## src/rtl/clkgate_pkg.sv

```systemverilog
package clkgate_pkg;

  typedef struct packed {
    logic t;
    logic t_en;
    logic c;
    logic c_en;
  } pair_drv_t;

  localparam pair_drv_t DRV_RESET = '{t: 1'b0, t_en: 1'b1, c: 1'b1, c_en: 1'b1};

  // parked drive: mode 0 keeps true driven high, mode 1 releases everything
  function automatic pair_drv_t parked_drv(input logic mode);
    pair_drv_t d;
    d.t    = ~mode;
    d.t_en = ~mode;
    d.c    = 1'b0;
    d.c_en = 1'b0;
    return d;
  endfunction

  function automatic pair_drv_t running_drv(input logic lvl);
    pair_drv_t d;
    d.t    = lvl;
    d.t_en = 1'b1;
    d.c    = ~lvl;
    d.c_en = 1'b1;
    return d;
  endfunction

endpackage

```

## src/rtl/cg_debounce.sv

```systemverilog
// Accepts a new input level only after two matching samples on strobe.
module cg_debounce #(
  parameter logic RST_VAL = 1'b1
) (
  input  logic clk,
  input  logic rst,
  input  logic strobe,
  input  logic din,
  output logic dout
);
  logic prev;

  always_ff @(posedge clk) begin
    if (rst) begin
      prev <= RST_VAL;
      dout <= RST_VAL;
    end else if (strobe) begin
      prev <= din;
      if (din == prev) dout <= din;
    end
  end
endmodule

```

## src/rtl/cg_ctrl.sv

```systemverilog
// Output clock phase, request filtering, hold flags and release delay.
module cg_ctrl #(
  parameter int RESUME_PER = 3
) (
  input  logic clk,
  input  logic rst,
  input  logic stop_n,
  input  logic pd_n,
  output logic ph,
  output logic stop_hold,
  output logic pd_hold
);
  localparam int LAT_CYC = 2 * RESUME_PER;
  localparam int CW      = $clog2(LAT_CYC + 1);
  localparam logic [CW-1:0] LAT_V = CW'(LAT_CYC);

  logic stop_f, pd_f;
  logic [CW-1:0] cnt;
  logic rel_pend, rel_done;

  // ph==1 means this edge takes true low: complement rising edge
  cg_debounce #(.RST_VAL(1'b1)) u_stop_db (
    .clk(clk), .rst(rst), .strobe(ph), .din(stop_n), .dout(stop_f));
  cg_debounce #(.RST_VAL(1'b1)) u_pd_db (
    .clk(clk), .rst(rst), .strobe(ph), .din(pd_n), .dout(pd_f));

  assign rel_pend = (stop_hold & stop_f) | (pd_hold & pd_f);
  assign rel_done = rel_pend && (cnt == LAT_V);

  always_ff @(posedge clk) begin
    if (rst) begin
      ph        <= 1'b0;
      stop_hold <= 1'b0;
      pd_hold   <= 1'b0;
      cnt       <= '0;
    end else begin
      ph <= ~ph;
      if (!rel_pend)        cnt <= '0;
      else if (cnt != LAT_V) cnt <= cnt + 1'b1;
      if (!stop_f)               stop_hold <= 1'b1;
      else if (rel_done)         stop_hold <= 1'b0;
      if (!pd_f)                 pd_hold <= 1'b1;
      else if (rel_done)         pd_hold <= 1'b0;
    end
  end
endmodule

```

## src/rtl/cg_chan.sv

```systemverilog
// One output pair: phase-aligned park and resume decisions, registered drive.
module cg_chan
  import clkgate_pkg::*;
(
  input  logic      clk,
  input  logic      rst,
  input  logic      ph,
  input  logic      pd_hold,
  input  logic      stop_hold,
  input  logic      stoppable,
  input  logic      en_eff,
  input  logic      stop_mode,
  input  logic      pd_mode,
  output pair_drv_t drv
);
  logic park, sty;       // sty=1: parked in power-down style
  logic park_n, sty_n;
  logic al_run, al_stop, soft_want;

  assign al_run    = ~ph;               // next level of true is high
  assign al_stop   = (ph == stop_mode); // next level equals parked true level
  assign soft_want = (stop_hold & stoppable) | ~en_eff;

  always_comb begin
    park_n = park;
    sty_n  = sty;
    if (pd_hold) begin
      if (al_run) begin
        park_n = 1'b1;
        sty_n  = 1'b1;
      end
    end else if (soft_want) begin
      if (al_stop && (!park || sty)) begin
        park_n = 1'b1;
        sty_n  = 1'b0;
      end
    end else if (al_run) begin
      park_n = 1'b0;
      sty_n  = 1'b0;
    end
  end

  always_ff @(posedge clk) begin
    if (rst) begin
      park <= 1'b0;
      sty  <= 1'b0;
      drv  <= DRV_RESET;
    end else begin
      park <= park_n;
      sty  <= sty_n;
      if (!park_n)   drv <= running_drv(~ph);
      else if (sty_n) drv <= parked_drv(pd_mode);
      else           drv <= parked_drv(stop_mode);
    end
  end
endmodule

```

## src/rtl/diff_clk_gate.sv

```systemverilog
module diff_clk_gate
  import clkgate_pkg::*;
#(
  parameter int N_OUT      = 8,
  parameter int RESUME_PER = 3
) (
  input  logic             clk,
  input  logic             rst,
  input  logic             oe_pol_strap,
  input  logic [N_OUT-1:0] oe_in,
  input  logic             stop_n,
  input  logic             pd_n,
  input  logic [N_OUT-1:0] stop_en,
  input  logic             stop_mode,
  input  logic             pd_mode,
  output logic [N_OUT-1:0] dif_t,
  output logic [N_OUT-1:0] dif_t_en,
  output logic [N_OUT-1:0] dif_c,
  output logic [N_OUT-1:0] dif_c_en
);
  logic ph, stop_hold, pd_hold;
  logic strap_q;
  logic [N_OUT-1:0] en_eff;

  always_ff @(posedge clk) begin
    if (rst) strap_q <= oe_pol_strap;
  end

  assign en_eff = oe_in ^ {N_OUT{strap_q}};

  cg_ctrl #(.RESUME_PER(RESUME_PER)) u_ctrl (
    .clk(clk), .rst(rst), .stop_n(stop_n), .pd_n(pd_n),
    .ph(ph), .stop_hold(stop_hold), .pd_hold(pd_hold));

  for (genvar g = 0; g < N_OUT; g++) begin : g_ch
    pair_drv_t drv;
    cg_chan u_chan (
      .clk(clk), .rst(rst), .ph(ph), .pd_hold(pd_hold),
      .stop_hold(stop_hold), .stoppable(stop_en[g]), .en_eff(en_eff[g]),
      .stop_mode(stop_mode), .pd_mode(pd_mode), .drv(drv));
    assign dif_t[g]    = drv.t;
    assign dif_t_en[g] = drv.t_en;
    assign dif_c[g]    = drv.c;
    assign dif_c_en[g] = drv.c_en;
  end
endmodule

```

## config.mk

```make
export PLATFORM = sky130hd
export DESIGN_NAME = diff_clk_gate
export DESIGN_NICKNAME = d
export VERILOG_FILES = /design/src/rtl/clkgate_pkg.sv /design/src/rtl/cg_debounce.sv /design/src/rtl/cg_ctrl.sv /design/src/rtl/cg_chan.sv /design/src/rtl/diff_clk_gate.sv
export SDC_FILE = /design/constraint.sdc
export NUM_CORES = 1
export LEC_CHECK = 0
export BUFFER_PORTS_ARGS = -buffer_cell sky130_fd_sc_hd__buf_2
export CAP_MARGIN = 0
export CELL_PAD_IN_SITES_DETAIL_PLACEMENT = 1
export CELL_PAD_IN_SITES_GLOBAL_PLACEMENT = 2
export CORE_MARGIN = 1
export CORE_UTILIZATION = 34
export CTS_CLUSTER_SIZE = 16
export DETAILED_ROUTE_END_ITERATION = 7
export PLACE_DENSITY = 0.82
export SYNTH_ARGS = -nofsm -noshare
export SYNTH_HDL_FRONTEND = slang
export SYNTH_SLANG_ARGS = --single-unit
```

## constraint.sdc

```tcl
create_clock -name clk -period 4.41 [get_ports clk]
set_input_delay 0.6615 -clock clk [delete_from_list [all_inputs] [get_ports clk]]
set_output_delay 0.6615 -clock clk [all_outputs]
set_load 0.01 [all_outputs]
```

==> out/summary.txt <==
Fill count: 885
Post-Syn Instances: 285
I/O pins: 55
Largest cells by area after synthesis: dfxtp_1, nand2_1, xor2_1
Yosys cell types: 42
F_max: 424 MHz
Fin crit share: 0.535
Critical Path Max Stage Delay: 0.89 ns
Switching part of the total: 0.265
Port bufs: 54
Comb power frac: 0.163
Num CTS Buffers: 9
Die H: 88.8 µm
Vias/cell: 4.94
Setup Buffers After CTS: 0
Std cell rows: 31
GRT Util Overall: 0.184
Cell Int Power: 1.07 mW
Vias: 2168
Synth warn: 0
Number of global-route vias before repair: 2146
Yosys top cell area share: 0.454
Critical Path Start Type: flop
R2R Setup Slk: 2.05 ns
RePlAce Congestion: 0.732
Critical path class: reg2reg
Worst hold path startpoint: u_ctrl.u_pd_db.prev
R2r worst-path depth: 6
Antenna cell count: 0
TritonCTS clock tree: built
Clock share of power: 0.414
Seq/Total Area, Yosys: 0.465
Worst slew margin: 0.385
Crit path max fanout: 33
Setup ws final: 2.05 ns
Setup TNS: 0 ns
Reg2reg end: g_ch[5].u_chan.drv[3]
Synth Register Bits: 59
Clock latency on the worst-skew pair: 0.34 ns
Largest net degree at the start of global routing: 34
CP endpoint kind: flop
Launching point of the worst reg2reg path: u_ctrl.ph
Most used flip-flop cell after synthesis: dfxtp_1
Final ANT Viol Nets: 0
Final Critical Period: 2.36 ns
Area grow syn2layout: 21.7%
First-pass GRT wire length: 10500 µm
Worst-path clk slew: 0.07 ns
Initial Utilization: 0.353
NetSw: 0.385 mW
Residual DRC count: 0
Initial DRC Count: 85
Detailed Route WL: 6480 µm
Die area: 0.00788 mm²
Final setup vio count: 0
Syn Area/Cell: 8.98 µm²
Place WS: 1.96 ns
VDD IR max: 0.184 mV
CTS Buffer Depth: 2
Mapped Area: 0.00256 mm²
Max_cap viols: 0
Worst Path Arrival: 2.59 ns
Post-cts hold buffer count: 0
Fraction of layout cells with a size suffix above 1: 0.285
Sequential Power Share: 0.423
Worst-Margin Slew: 0.922 ns
DP HPWL: 4380 µm
Slowest cell on crit path: dfxtp_1
Clock sinks: 59
Hold Path Class: reg2reg
Final Hold Violating Endpoints: 0
Hold worst-path end: u_ctrl.u_pd_db.prev
Syn_nets: 310
Post-CTS sizing: 0
Final Skew: 0.00540 ns
Die W: 88.8 µm
Leak: 1.26 nW
Total core area: 0.00725 mm²
P per Cell Area: 467 mW/mm²
RSZ-0062 raised after global routing: no
1st-pass router iterations: 4
Clock tree root driver cell: clkbuf_8
Initial antenna violation count: 0
Global route overflow: 0
Post-synth ARST share: 0
Status: finished, final reports clean
Wire per inst: 14.7 µm
CP required: 4.64 ns
H-tree levels: 3
Post-synth top area cell: dfxtp_1
Hold Crit Depth: 2
Final slew viol count: 0
Worst setup path start: u_ctrl.ph
Critical-path cell list: buf_4 > nor2b_1 > a221oi_1 > a21oi_2 > inv_2 > o21ai_1
Nets: 360
Post-synth EDFFs: 1
## cells by family after synthesis
kind of cell / after synthesis / share of synthesized area
flip-flops: 59 / 0.465
multiplexers: 8 / 0.0313
AO/OA/AOI/OAI: 72 / 0.195
adder cells (fa/ha/maj): 2 / 0.00977
buffers and inverters: 27 / 0.0499
AND/OR/NAND/NOR: 99 / 0.188
XOR/XNOR: 18 / 0.0616
## cells in the mapped netlist (8+ instances only)
library cell / count
xor2_1: 15
nand2_1: 46
o21ai_1: 8
a21oi_2: 9
nand2b_1: 10
o21ai_0: 18
nor2_1: 15
a21oi_1: 8
mux2i_1: 8
dfxtp_1: 58
## final cells by class
class | count | area, µm² | area share
multi-input cells | 199 | 1240 | 0.398
flip-flops and latches | 59 | 1190 | 0.382
repair buffers | 55 | 278 | 0.0891
clock buffers | 11 | 141 | 0.0454
well taps | 99 | 124 | 0.0397
clock inverters | 5 | 100 | 0.0321
inverters | 11 | 41.3 | 0.0132
## worst max-delay path, delay by kind of cell (launching register included)
family | cells | cell delay, ns
AO/OA/AOI/OAI | 3 | 0.54
AND/OR/NAND/NOR | 1 | 0.26
flip-flops | 1 | 0.89
buffers and inverters | 2 | 0.54
## worst max-delay path by stage
stage | to | slack, ns | depth (start not counted)
finish | g_ch[5].u_chan.drv[3] | 2.05 | 6
global route | g_ch[2].u_chan.drv[3] | 1.79 | 6
CTS | g_ch[5].u_chan.drv[3] | 2.05 | 6
detailed placement | g_ch[7].u_chan.drv[3] | 1.96 | 7
global placement | g_ch[0].u_chan.drv[3] | 2.07 | 7
floorplan | g_ch[7].u_chan.sty | 2.72 | 4
## flip-flops by register name (all words and copies together), names as in the netlist
register               cells
g_ch.u_chan.sty            8
u_ctrl.u_pd_db.dout        1
strap_q                    1
u_ctrl.pd_hold             1
u_ctrl.u_stop_db.prev      1
u_ctrl.cnt                 3
g_ch.u_chan.drv           32
u_ctrl.u_stop_db.dout      1
u_ctrl.ph                  1
g_ch.u_chan.park           8
u_ctrl.stop_hold           1
u_ctrl.u_pd_db.prev        1
## cells in the final DEF, fill, tap and decap left out, types with 2 or more instances in the layout
cell / count
a22oi_1: 2
a221oi_1: 6
o21bai_1: 2
xor2_1: 15
nor2b_1: 2
xnor2_1: 3
mux2i_1: 8
inv_2: 7
a311oi_1: 7
a221oi_2: 2
nor2_1: 15
nand2b_1: 10
a21oi_1: 8
clkinv_2: 2
buf_2: 54
inv_1: 3
nand4b_1: 7
nand2_2: 4
ha_1: 2
a31oi_1: 7
nand2_1: 46
clkbuf_8: 10
o21ai_0: 18
dfxtp_1: 58
bufinv_16: 3
o21ai_1: 8
nand3_1: 7
a21oi_2: 9
## metrics by stage
| stage | cell area [µm²] | util | hold slack [ns] | total power [mW] | std cells |
|---|---|---|---|---|---|
| final | 3120 | 0.430 | 0.471 | 1.46 | 439 |
| after global routing | 3120 | 0.430 | 0.476 | 1.53 | 439 |
| after CTS | 3120 | 0.430 | 0.479 | 1.47 | 439 |
| after detailed placement | 2880 | 0.396 | 0.472 | 0.868 | 423 |
| after global placement | 2880 | 0.396 | 0.446 | 0.863 | 423 |
| after floorplan | 2560 | - | 0.430 | 0.786 | 285 |
## metal layers
layer | track usage | vias to the layer above | wire [µm]
li1 | - | 1086 | -
met1 | 0.236 | 1026 | 3050
met2 | 0.290 | 47 | 3030
met3 | 0.0364 | 9 | 258
met4 | 0.101 | 0 | 137
met5 | 0 | - | 0
## power groups by stage
stage | clock network, mW | logic [mW] | registers [mW]
5_1_grt | 0.642 | 0.266 | 0.623
2_1_floorplan | 0 | 0.147 | 0.639
3_3_place_gp | 0 | 0.235 | 0.627
4_1_cts | 0.614 | 0.242 | 0.617
6_report | 0.603 | 0.237 | 0.617
3_5_place_dp | 0 | 0.240 | 0.628
Power figures use the tool's default switching activity.
